===== config.mk =====
export PLATFORM = sky130hd
export DESIGN_NAME = bus_arb_ctrl
export DESIGN_NICKNAME = d
export VERILOG_FILES = /design/src/rtl/arb_pkg.sv /design/src/rtl/arb_sync.sv /design/src/rtl/arb_hold.sv /design/src/rtl/arb_fsm.sv /design/src/rtl/bus_arb_ctrl.sv
export SDC_FILE = /design/constraint.sdc
export NUM_CORES = 1
export LEC_CHECK = 0
export BUFFER_PORTS_ARGS = -buffer_cell sky130_fd_sc_hd__buf_2
export CORE_AREA = 2 2 39 41
export DETAILED_ROUTE_END_ITERATION = 7
export DIE_AREA = 0 0 41 43
export GPL_ROUTABILITY_DRIVEN = 0
export GPL_TIMING_DRIVEN = 0
export PLACE_DENSITY = 0.48
export SKIP_LAST_GASP = 1
export SYNTH_ARGS = -nofsm -noshare
export SYNTH_HDL_FRONTEND = slang
export SYNTH_SLANG_ARGS = --single-unit

===== constraint.sdc =====
create_clock -name clk -period 2.23 [get_ports clk]
set_input_delay 0 -clock clk [delete_from_list [all_inputs] [get_ports clk]]
set_output_delay 0 -clock clk [all_outputs]
set_load 0.05 [all_outputs]

===== src/rtl/arb_pkg.sv =====
package arb_pkg;
  typedef enum logic [1:0] {
    ST_CPU   = 2'd0,
    ST_OFFER = 2'd1,
    ST_EXT   = 2'd2
  } arb_state_t;
endpackage


===== src/rtl/arb_sync.sv =====
module arb_sync #(
  parameter int WIDTH = 1,
  parameter int STAGES = 2,
  parameter logic [WIDTH-1:0] RST_VAL = '1
) (
  input  logic             clk,
  input  logic             rst_n,
  input  logic [WIDTH-1:0] d,
  output logic [WIDTH-1:0] q
);
  logic [WIDTH-1:0] stg [STAGES];

  for (genvar g = 0; g < STAGES; g++) begin : g_stage
    if (g == 0) begin : g_first
      always_ff @(posedge clk or negedge rst_n) begin
        if (!rst_n) stg[g] <= RST_VAL;
        else        stg[g] <= d;
      end
    end else begin : g_next
      always_ff @(posedge clk or negedge rst_n) begin
        if (!rst_n) stg[g] <= RST_VAL;
        else        stg[g] <= stg[g-1];
      end
    end
  end

  assign q = stg[STAGES-1];
endmodule


===== src/rtl/arb_hold.sv =====
module arb_hold (
  input  logic clk,
  input  logic rst_n,
  input  logic rmw_lock,
  input  logic cyc_pending,
  input  logic cyc_start,
  input  logic cyc_end,
  output logic grant_ok,
  output logic on_bus
);
  logic on_bus_q;
  logic launching;

  // A cycle occupies the bus from the edge after start to the edge after end.
  // Start wins over end so back-to-back cycles keep the flag set.
  always_ff @(posedge clk or negedge rst_n) begin
    if (!rst_n)         on_bus_q <= 1'b0;
    else if (cyc_start) on_bus_q <= 1'b1;
    else if (cyc_end)   on_bus_q <= 1'b0;
  end

  // Committed but not yet begun: queued work with an idle bus.
  assign launching = cyc_pending && !on_bus_q && !cyc_start;
  assign grant_ok  = !rmw_lock && !launching;
  assign on_bus    = on_bus_q;
endmodule


===== src/rtl/arb_fsm.sv =====
module arb_fsm
  import arb_pkg::*;
(
  input  logic clk,
  input  logic rst_n,
  input  logic req_s,
  input  logic ack_s,
  input  logic grant_ok,
  output logic grant_n,
  output logic owns
);
  arb_state_t st_q, st_d;

  always_comb begin
    st_d = st_q;
    unique case (st_q)
      ST_CPU:   if (ack_s) st_d = ST_EXT;
                else if (req_s && grant_ok) st_d = ST_OFFER;
      ST_OFFER: if (ack_s) st_d = ST_EXT;
                else if (!req_s) st_d = ST_CPU;
      ST_EXT:   if (!ack_s) st_d = ST_CPU;
      default:  st_d = ST_CPU;
    endcase
  end

  always_ff @(posedge clk or negedge rst_n) begin
    if (!rst_n) st_q <= ST_CPU;
    else        st_q <= st_d;
  end

  assign grant_n = (st_q != ST_OFFER);
  assign owns    = (st_q == ST_CPU);

  // acknowledge seen under grant drops the grant and keeps the bus away
  p_ack_takes_bus_r4: assert property (@(posedge clk) disable iff (!rst_n)
    (!grant_n && ack_s) |=> (grant_n && !owns));

  // request withdrawn before acknowledge returns the bus
  p_withdraw_r7: assert property (@(posedge clk) disable iff (!rst_n)
    (!grant_n && !req_s && !ack_s) |=> (grant_n && owns));
endmodule


===== src/rtl/bus_arb_ctrl.sv =====
module bus_arb_ctrl #(
  parameter int SYNC_STAGES = 2
) (
  input  logic clk,
  input  logic rst_n,
  input  logic bus_req_n,
  input  logic bus_ack_n,
  input  logic rmw_lock,
  input  logic cyc_pending,
  input  logic cyc_start,
  input  logic cyc_end,
  output logic bus_grant_n,
  output logic cpu_owns
);
  localparam int NLINES = 2;

  logic [NLINES-1:0] raw_n, sync_n;
  logic req_s, ack_s, grant_ok, on_bus;

  assign raw_n = {bus_ack_n, bus_req_n};

  arb_sync #(.WIDTH(NLINES), .STAGES(SYNC_STAGES), .RST_VAL({NLINES{1'b1}})) u_sync (
    .clk(clk), .rst_n(rst_n), .d(raw_n), .q(sync_n)
  );

  assign req_s = !sync_n[0];
  assign ack_s = !sync_n[1];

  arb_hold u_hold (
    .clk(clk), .rst_n(rst_n), .rmw_lock(rmw_lock), .cyc_pending(cyc_pending),
    .cyc_start(cyc_start), .cyc_end(cyc_end), .grant_ok(grant_ok), .on_bus(on_bus)
  );

  arb_fsm u_fsm (
    .clk(clk), .rst_n(rst_n), .req_s(req_s), .ack_s(ack_s),
    .grant_ok(grant_ok), .grant_n(bus_grant_n), .owns(cpu_owns)
  );

  // grant only answers a synchronized request
  p_grant_needs_req_r3: assert property (@(posedge clk) disable iff (!rst_n)
    $fell(bus_grant_n) |-> $past(req_s));

  // no grant out of a locked sequence
  p_lock_blocks_r6: assert property (@(posedge clk) disable iff (!rst_n)
    $fell(bus_grant_n) |-> !$past(rmw_lock));

  // no grant while a committed cycle has not begun
  p_defer_launch_r5: assert property (@(posedge clk) disable iff (!rst_n)
    $fell(bus_grant_n) |-> !($past(cyc_pending) && !$past(on_bus) && !$past(cyc_start)));

  // processor and external master never own the bus together
  p_single_owner_r8: assert property (@(posedge clk) disable iff (!rst_n)
    (ack_s && $past(ack_s)) |-> !cpu_owns);
endmodule


After elaboration in Yosys (flattened, before gate mapping)
Cells that the tools add are included.
Storage, ports and cells
  flip-flop bits (word level): 7
  bits of input ports: 8
  output and inout bits: 2
  logic and storage cells: 30
Operators by class
  equality and inequality tests: 6
  multiplexer cells: 8
  reduce and logical (&&, ||, !) cells: 12
Operator list (count)
  two-way mux 2 bit: 5
  case mux 2 bit (3 select lines): 1
  zero test 1 bit: 5
  logical AND 1 bit: 4
  inequality test 3 x 2 -> 1 bit, second input constant: 1
  inequality test 3 bit, second input constant: 1
  AND reduction 3 bit: 1
  == test 2 x 1 -> 1 bit, second input constant: 1
  == test 2 bit, second input constant: 1
  zero test 2 bit: 1
  two-way mux 1 bit: 2
  inequality test 2 x 1 -> 1 bit, second input constant: 1
  inequality test 2 bit, second input constant: 1
  nonzero test 2 bit: 1

Logic depth before layout (Yosys ltp)
Gate-level depths: netlist of run 1.
  depth after elaboration: 9
  depth in mapped cells: 2
  gate-level depth less buffers: 2

Cells and area by module
From an unflattened synthesis of run 1, not the netlist that was laid out.
Second synthesis, totals
  cells, all modules: 20
  area, all modules: 261.5 um^2
By module, submodules not included
  arb_sync: times used 1, cells an instance 6, area an instance 120.1 um^2, seq. area each 105.1 um^2
  arb_fsm: times used 1, cells an instance 7, area an instance 87.6 um^2, seq. area each 50.0 um^2
  arb_hold: times used 1, cells an instance 5, area an instance 46.3 um^2, seq. area each 25.0 um^2
  bus_arb_ctrl: times used 1, cells an instance 2, area an instance 7.5 um^2, seq. area each 0.0 um^2

Worst setup path after synthesis of run 1
No wires, ideal clock.
  kind: register -> output
  start: register u_fsm.st_q[0]
  end: output cpu_owns
  arrival time: 1.060 ns
  data required time: 2.230 ns
  setup slack: 1.170 ns
  stages on the path, launching flop included: 2
  path buffers: 0
  path through: dfrtp_1 -> nor2_1
On the way
  longest elaborated chain between the ends: 1
RTL lines
  from (decl): line arb_fsm.sv:12  | arb_state_t st_q, st_d;
  from (signal assigned): line arb_fsm.sv:28  | else st_q <= st_d;
  zero test 2 bit: line arb_fsm.sv:32  | assign owns = (st_q == ST_CPU);
  to (decl): line bus_arb_ctrl.sv:13  | output logic cpu_owns
No other way between the ends.

Final worst setup path of run 1
  start: register u_fsm.st_q[0]
  end: output bus_grant_n
On the way
  longest elaborated chain between the ends: 1
RTL lines
  inequality test 2 x 1 -> 1 bit: line arb_fsm.sv:31  | assign grant_n = (st_q != ST_OFFER);
  to (decl): line bus_arb_ctrl.sv:12  | output logic bus_grant_n,
No other way between the ends.

==> results of run 1 <==
metrics by stage:
stage	util	setup slack, ns	cells	hold WS [ns]	cell area, um2
CTS	0.2649	1.139	49	0.02218	366.6
global placement	0.2170	1.323	41	-0.1721	300.3
detailed placement	0.2170	1.259	41	-0.1658	300.3
global route	0.2649	1.087	49	0.02326	366.6
finish	0.2649	1.151	49	0.02784	366.6
floorplan	-	1.170	16	-0.2956	235.2
cells in the mapped netlist:
cell type / n / share of area
a21o_1: 1 / 0.032
a21oi_1: 1 / 0.021
dfrtp_1: 3 / 0.32
dfstp_2: 4 / 0.45
inv_1: 1 / 0.016
nand2b_1: 1 / 0.027
nor2_1: 1 / 0.016
nor2b_1: 1 / 0.027
nor4_1: 1 / 0.027
nor4b_1: 1 / 0.037
or2b_1: 1 / 0.032
layout make-up:
type / count / area, um2
clock buffers: 4 / 26.28
fillers: 148 / 1017
inverters: 1 / 3.754
multi-input cells: 8 / 51.30
flip-flops and latches: 7 / 180.2
well taps: 16 / 20.02
repair buffers: 13 / 85.08
flip-flops by register name (all words and copies together) (netlist names):
register,flops
u_fsm.st_q,2
u_hold.on_bus,1
u_sync.q,2
u_sync.stg,2
path summary, 6_finish.rpt:
check                                     startpoint                         to  slack (ns)  cells after the start
max                        u_fsm.st_q[0]$_DFFE_PN0P_                bus_grant_n        1.15                      2
min                                          cyc_end  u_hold.on_bus$_DFFE_PN0P_        0.03                      3
max reg2reg                u_fsm.st_q[0]$_DFFE_PN0P_  u_fsm.st_q[0]$_DFFE_PN0P_        1.27                      2
min reg2reg                  u_sync.stg[2]$_DFF_PN1_      u_sync.q[0]$_DFF_PN1_        0.36                      0
max in group asynchronous                      rst_n      u_sync.q[1]$_DFF_PN1_        1.90                      2
min in group asynchronous                      rst_n  u_fsm.st_q[1]$_DFFE_PN0P_        0.11                      2
cells by family (layout without fill, tap and decap cells):
kind of cell	after synthesis	in the layout	synth area share
buffers and inverters	1	18	0.01594
and+or+nand+nor	6	6	0.1649
DFF	7	7	0.7659
AOI/OAI and AO/OA	2	2	0.05318
critical path, cell delays in order, from the launching register on:
cell and delay [ns]:
dfrtp_1 0.40, or2b_1 0.23, buf_2 0.21
routing by layer:
layer,share of wire,wire length (um)
met3,0.14,53
met4,0,0
met2,0.42,161
met1,0.44,169
met5,0,0
timing repair:
item	in CTS	in global routing
hold buffers	4	0
endpoints found under the hold margin	10	0
resized for setup	0	0
setup buffers	0	0
placed cells by master (no fill, tap or decap), types with 3 or more instances in the layout:
cell / netlist / layout
buf_2: 0 / 9
clkbuf_4: 0 / 3
dfrtp_1: 3 / 3
dfstp_2: 4 / 4
dlygate4sd3_1: 0 / 4
power breakdown:
part           internal, mW  switching, mW
combinational        0.0132         0.0127
sequential            0.137        0.00349
clock                0.0680         0.0426
==> flow_summary.toml, run 1 <==
[placement]
port_buffers = 9

[worst_setup_path]
worst_ep_arrival_time_ns = 1.08
cp-start-kind = "flop"
path_class = "flop to primary output"
required_ns = 2.23
worstSetupEndpointType = "primary output"
cp_max_fo = 5

[clock_tree]
cts_tree = "built"
clock_path_buffers = 2
cts_sinks = 7
htreeDepth = 1
clock_latency_ns = 0.24
cts.clk_slew.worst_paths_ns = 0.05
numCtsBuffers = 3
root_buffer = "clkbuf_4"

[logic_synthesis]
synth_seq_cells = 7
yosysWarnings = 0
ys_seq_area_frac = 0.7660
syn_nets = 24
synth_cells = 16
ys_types = 11
synth_area_um2 = 235.2
syn_area_per_cell_um2 = 14.70

[layout]
syn_to_final_growth_pct = 55.85
diodes = 0
drive_gt1_frac = 0.4848
layout.nets = 42

[die]
die_h_um = 43
start_util = 0.1700
boundaryPins = 10
rows = 14
dieArea_um2 = 1763
coreArea_um2 = 1384
die_w_um = 41

[grt]
grt_max_degree = 8
grtUsageMet3 = 0.06283
grtUsageTotal = 0.05477
use_met2 = 0.07813
grt_first_pass_wirelength_um = 586
grt_remaining_overflow = 0
grt-busiest-layer = "met2"
use_met1 = 0.04651
grt_pass1_vias = 162
antenna_found_initial = 0

[timing]
finClkSkew_ns = 0.0003709
setup_viol_count_final = 0
grt_setup_unrepaired = "no"
tns_ns = 0
clock.fmax_ghz = 0.9264
drv_slew = 0
timing.final.hold_violations = 0
post-route-period-util = 0.4840
timing.slew.headroom = 0.8163
worstMarginPinSlew_ns = 0.2717
min_period_ns = 1.079

[route]
ant_nets = 0
dr.pass1.iters = 4
drc = 0
drt_iter0_markers = 4
finalWirelength_um = 384
via_count = 181
routed_via_density = 3.694
wire_per_inst_um = 7.837

[power]
power_leakage_nw = 0.1668
irDropWorstVdd_uv = 352.8
power_density_nw_per_um2 = 754.8
power.total_uw = 276.7

[run_status]
status = "completed"

[flow_run]
max_cap_violations = 0

[worst_hold_path]
hold_class = "primary input to flop"
(Power assumes the default switching activity.)
==> run 2, diff against run 1 <==
Settings changed: ABC_AREA set to 1, PLACE_DENSITY 0.48 to 0.51.
Clock period 2.23 ns to 1.1 ns, I/O delays scaled along.
==> run 2 against run 1 <==
Compared with the run above:
- synthesized cell count grew 81%
- critical path depth did not move
- highest routed layer is now met4
- sequential power rose by 100%
- final cell count up 29%
- power rose by 100%
- combinational power is 150% higher
- die area unchanged
- wire length is 16% higher
- non-clock buffer count is 1 higher
- global-route usage is 1.6 points higher
==> flow_summary.toml, run 2 <==
[logic_synthesis]
synth-edff-count = 0
synth_area_um2 = 276.5
synth_compound_area_frac = 0.03620
synthMuxAreaShare = 0
yosys.area_share.simple = 0.2172
yosysWarnings = 0
synth_commonest_cells = "inv_1 (6), dfstp_2 (4), nand2_1 (4), nor2_1 (4), dfrtp_1 (3)"
synthArstFlopShare = 1.000
ys_seq_area_frac = 0.6516
synth_cells = 29
synth_largest_area_cell = "dfstp_2"
synth_xor_area_frac = 0
yosysMostFrequentCell = "inv_1"
synth_flop_cell = "dfstp_2"
synth_top_area_share = 0.3801
synth_seq_cells = 7
ys_types = 12
synth_top_family_by_area = "simple AND/OR/NAND/NOR gates"
synth-adder-area-share = 0
syn_area_per_cell_um2 = 9.535
synthTopCellsByArea = "dfstp_2 (38%), dfrtp_1 (27%), inv_1 (8.1%)"
syn_nets = 37

[timing]
drv_slew = 0
worstMarginPinSlew_ns = 0.2496
clock.fmax_ghz = 0.9725
finClkSkew_ns = 0.0004636
timing.slew.headroom = 0.8347
setup_ws_ns = 0.07173
grt_setup_unrepaired = "no"
tns_ns = 0
post-route-period-util = 0.9348
timing.final.hold_violations = 0
min_period_ns = 1.028
setup_viol_count_final = 0

[die]
coreArea_um2 = 1384
boundaryPins = 10
die_w_um = 41
dieArea_um2 = 1763
die_h_um = 43
rows = 14
start_util = 0.1998

[clock_tree]
root_buffer = "clkbuf_4"
hold_buffers = 5
cts.repair.resized = 0
post-cts-setup-buffers = 0
numCtsBuffers = 3
cts_tree = "built"
clock_latency_ns = 0.24
htreeDepth = 1
cts.clk_slew.worst_paths_ns = 0.05
cts_sinks = 7
clock_path_buffers = 2

[layout]
syn_to_final_growth_pct = 51.13
diodes = 0
layout.nets = 56
drive_gt1_frac = 0.4043
mostFrequentLayoutCells = "buf_2 (9), inv_1 (6), dlygate4sd3_1 (5)"
final_common_cell = "buf_2"
final_core_util = 0.3020

[worst_setup_path]
cp-start-kind = "flop"
required_ns = 1.10
worstSetupEndpointType = "primary output"
worst_ep_arrival_time_ns = 1.03
r2r_slack_ns = 0.12
cp_max_fo = 5
path_class = "flop to primary output"

[route]
wire_per_inst_um = 7.095
ant_nets = 0
drt_iter0_markers = 1
finalWirelength_um = 447
routed_via_density = 3.635
dr.pass1.iters = 2
drc = 0
via_count = 229

[run_status]
status = "completed"

[grt]
antenna_found_initial = 0
grt_pass1_vias = 223
grt_first_pass_wirelength_um = 738
grt_max_degree = 8
grt_remaining_overflow = 0
grtUsageTotal = 0.07107

[power]
p_sw_frac = 0.2137
pwr-share-clk = 0.384
internal-power_uw = 445.8
power_density_nw_per_um2 = 1357
comb_power_share = 0.112
power_leakage_nw = 0.2090
switchingPower_uw = 121.2
seq_power_share = 0.504
irDropWorstVdd_uv = 501.4

[worst_hold_path]
hold_class = "primary input to flop"

[placement]
port_buffers = 9
dp.final_hpwl_um = 331.9
place_ws_ns = 0.1086

[flow_run]
max_cap_violations = 0
==> run 2: cell count changes in the layout (fill, tap and decap cells not counted), sizes merged, moves of 2 or more <==
cell   delta
inv       +6
nand2     +5
nor2      +4
nand3     +2
==> run 2: worst paths after layout <==
| path | startpoint | endpoint | cells after the start |
|---|---|---|---|
| hold reg to reg | u_sync.stg[2]$_DFF_PN1_ | u_sync.q[0]$_DFF_PN1_ | 0 |
| min in group asynchronous | rst_n | u_fsm.st_q[1]$_DFFE_PN0P_ | 2 |
| setup / recovery | u_fsm.st_q[0]$_DFFE_PN0P_ | cpu_owns | 2 |
| hold / removal | rmw_lock | u_fsm.st_q[0]$_DFFE_PN0P_ | 6 |
| setup reg to reg | u_sync.q[1]$_DFF_PN1_ | u_fsm.st_q[0]$_DFFE_PN0P_ | 5 |
| max in group asynchronous | rst_n | u_sync.stg[2]$_DFF_PN1_ | 2 |
==> run 2: cell families after synthesis <==
family | after synthesis
compound gates | 2
flops | 7
simple gates | 13
buf+inv | 7
==> run 2: power groups by stage <==
stage	clock network [mW]	registers, mW	logic (mW)
4_1_cts	0.231	0.286	0.0649
3_5_place_dp	0	0.289	0.0515
6_report	0.218	0.286	0.0637
3_3_place_gp	0	0.289	0.0506
2_1_floorplan	0	0.288	0.0294
5_1_grt	0.238	0.287	0.0703
==> run 2: layout make-up <==
class                   count  area, um2
flip-flops and latches      7      180.2
multi-input cells          15      70.07
clock buffers               4      26.28
well taps                  16      20.02
repair buffers             14      95.09
fillers                   145      965.9
inverters                   7      26.28
==> run 2: through the flow <==
step | cell area (um2) | total power, mW | std cells | hold slack (ns)
2_1_floorplan | 276.5 | 0.3171 | 29 | -0.2956
3_5_place_dp | 341.6 | 0.3409 | 54 | -0.1624
5_1_grt | 417.9 | 0.5959 | 63 | 0.1215
4_1_cts | 417.9 | 0.5815 | 63 | 0.1091
6_report | 417.9 | 0.5670 | 63 | 0.1133
3_3_place_gp | 341.6 | 0.3396 | 54 | -0.1639
==> run 2: critical path: stages, from the launching register on <==
cell and delay [ns]:
dfrtp_1 0.42, nor2_1 0.11, buf_2 0.26
==> run 2: metal layers <==
layer / up-vias / global-route usage / part of all wire
li1: 122 / - / -
met1: 100 / 0.06000 / 0.41
met2: 5 / 0.1063 / 0.51
met3: 2 / 0.01571 / 0.054
met4: 0 / 0.1000 / 0.018
met5: - / 0 / 0
==> run 3, diff against run 2 <==
Settings changed: CORE_AREA 2 2 39 41 to 5 5 42 44, DIE_AREA 0 0 41 43 to 0 0 47 49.
==> run 3 against run 2 <==
Compared with the run above:
- global-route usage fell by 1.7 points
- sequential share of layout area fell by 0.26 points
- register-to-register slack barely moved
- power rose by 0.46%
- worst hold slack got worse by 0.010 ns
- sequential cell count did not move
- count of clock-buffer cells in the layout did not move
- clock skew rose by 0.0015 ns
==> flow_summary.toml, run 3 (synthesized netlist as in run 2, its figures left out) <==
[layout]
final_common_cell = "buf_2"
fin_area_um2 = 420.4
drive_gt1_frac = 0.4043
final_core_util = 0.3000
mostFrequentLayoutCells = "buf_2 (8), inv_1 (6), dlygate4sd3_1 (5)"
syn_to_final_growth_pct = 52.04
diodes = 0
layout.nets = 56

[clock_tree]
root_buffer = "clkbuf_4"
clock_latency_ns = 0.24
cts.clk_slew.worst_paths_ns = 0.05
htreeDepth = 1
numCtsBuffers = 3
cts_sinks = 7
clock_path_buffers = 2
cts_tree = "built"

[power]
power.total_uw = 569.6
power_leakage_nw = 0.2096
irDropWorstVdd_uv = 586.7
power_density_nw_per_um2 = 1355

[worst_setup_path]
cp_max_fo = 5
slowest_stage = "dfrtp_1"
worst_path_largest_cell_delay_ns = 0.42
cp-start-kind = "flop"
path_class = "flop to primary output"
worst_ep_arrival_time_ns = 1.01
critical_path.top_delay_family = "flip-flops"
cp_cell_sequence = "nand2_2 -> buf_2"
worst-path-buf-inv = 1
required_ns = 1.10
worstSetupEndpointType = "primary output"

[placement]
placedInstanceArea_um2 = 341.6
dp.final_hpwl_um = 358.3
port_buffers = 9

[timing]
clock.fmax_ghz = 0.9854
timing.final.hold_violations = 0
post-route-period-util = 0.9226
grt_setup_unrepaired = "no"
timing.slew.headroom = 0.8332
setup_viol_count_final = 0
drv_slew = 0
finClkSkew_ns = 0.002006
min_period_ns = 1.015
worstMarginPinSlew_ns = 0.2519
tns_ns = 0

[die]
dieArea_um2 = 2303
start_util = 0.1973
boundaryPins = 10
die_h_um = 49
coreArea_um2 = 1401
die_w_um = 47
rows = 14

[route]
ant_nets = 0
via_count = 229
dr.pass1.iters = 2
drt_iter0_markers = 1
wire_per_inst_um = 7.492
routed_via_density = 3.635
finalWirelength_um = 472
drc = 0

[grt]
antenna_found_initial = 0
grt_max_degree = 8
grt_remaining_overflow = 0
grt_pass1_vias = 232
grtUsageTotal = 0.05390
grt_first_pass_wirelength_um = 848

[flow_run]
max_cap_violations = 0

[run_status]
status = "completed"

[worst_hold_path]
hold_class = "primary input to flop"
-- run 3: cell count changes in the layout (fill, tap and decap cells not counted) --
cell | previous run | this run
buf_2 | 9 | 8
clkbuf_4 | 3 | 4
-- run 3: area by class of cell --
type                       count  area [um2]
fill                         164       980.9
multi-input combinational     15       70.07
inverter                       7       26.28
tap                           16       20.02
clock buffer                   4       26.28
timing repair buffer          14       97.59
sequential                     7       180.2
-- run 3: timing repair --
item / 4_1_cts / 5_1_grt
hold endpoints to repair: 10 / 0
endpoints found under the setup margin: 0 / 1
gates resized for setup: 0 / 1
setup buffers: 0 / 0
hold buffers: 5 / 0
-- run 3: stage by stage --
| step | hold slack, ns | instances | setup slack, ns |
|---|---|---|---|
| 6_report | 0.1032 | 63 | 0.08514 |
| 5_1_grt | 0.1147 | 63 | 0.01384 |
| 4_1_cts | 0.09787 | 63 | 0.05032 |
| 3_5_place_dp | -0.1629 | 54 | 0.1349 |
| 3_3_place_gp | -0.1655 | 54 | 0.1468 |
| 2_1_floorplan | -0.2956 | 29 | 0.02496 |
-- run 3: final timing paths --
check | startpoint | slack (ns) | depth (start not counted) | end
hold reg to reg | u_sync.stg[2]$_DFF_PN1_ | 0.35 | 0 | u_sync.q[0]$_DFF_PN1_
max in group asynchronous | rst_n | 0.76 | 2 | u_sync.q[0]$_DFF_PN1_
hold / removal | rmw_lock | 0.10 | 6 | u_fsm.st_q[0]$_DFFE_PN0P_
setup / recovery | u_fsm.st_q[0]$_DFFE_PN0P_ | 0.09 | 2 | bus_grant_n
setup reg to reg | u_sync.q[1]$_DFF_PN1_ | 0.13 | 5 | u_fsm.st_q[0]$_DFFE_PN0P_
min in group asynchronous | rst_n | 0.11 | 2 | u_fsm.st_q[0]$_DFFE_PN0P_
-- run 3: power breakdown --
group | internal, mW | total (mW) | switching, mW
registers | 0.277 | 0.286 | 0.00844
logic | 0.0322 | 0.0649 | 0.0327
clock network | 0.138 | 0.219 | 0.0814
total | 0.447 | 0.570 | 0.123
-- run 3: worst min-delay path: cells and delay by family --
| family | cells | cell delay [ns] |
|---|---|---|
| and+or+nand+nor | 4 | 0.19 |
| buffers and inverters | 2 | 0.12 |
-- run 3: metal layers --
metal	wire length, um	part of all wire	GRT usage
met1	173	0.37	0.05393
met2	266	0.56	0.07466
met3	32	0.068	0.01476
met4	0	0	0.06912
met5	0	0	0
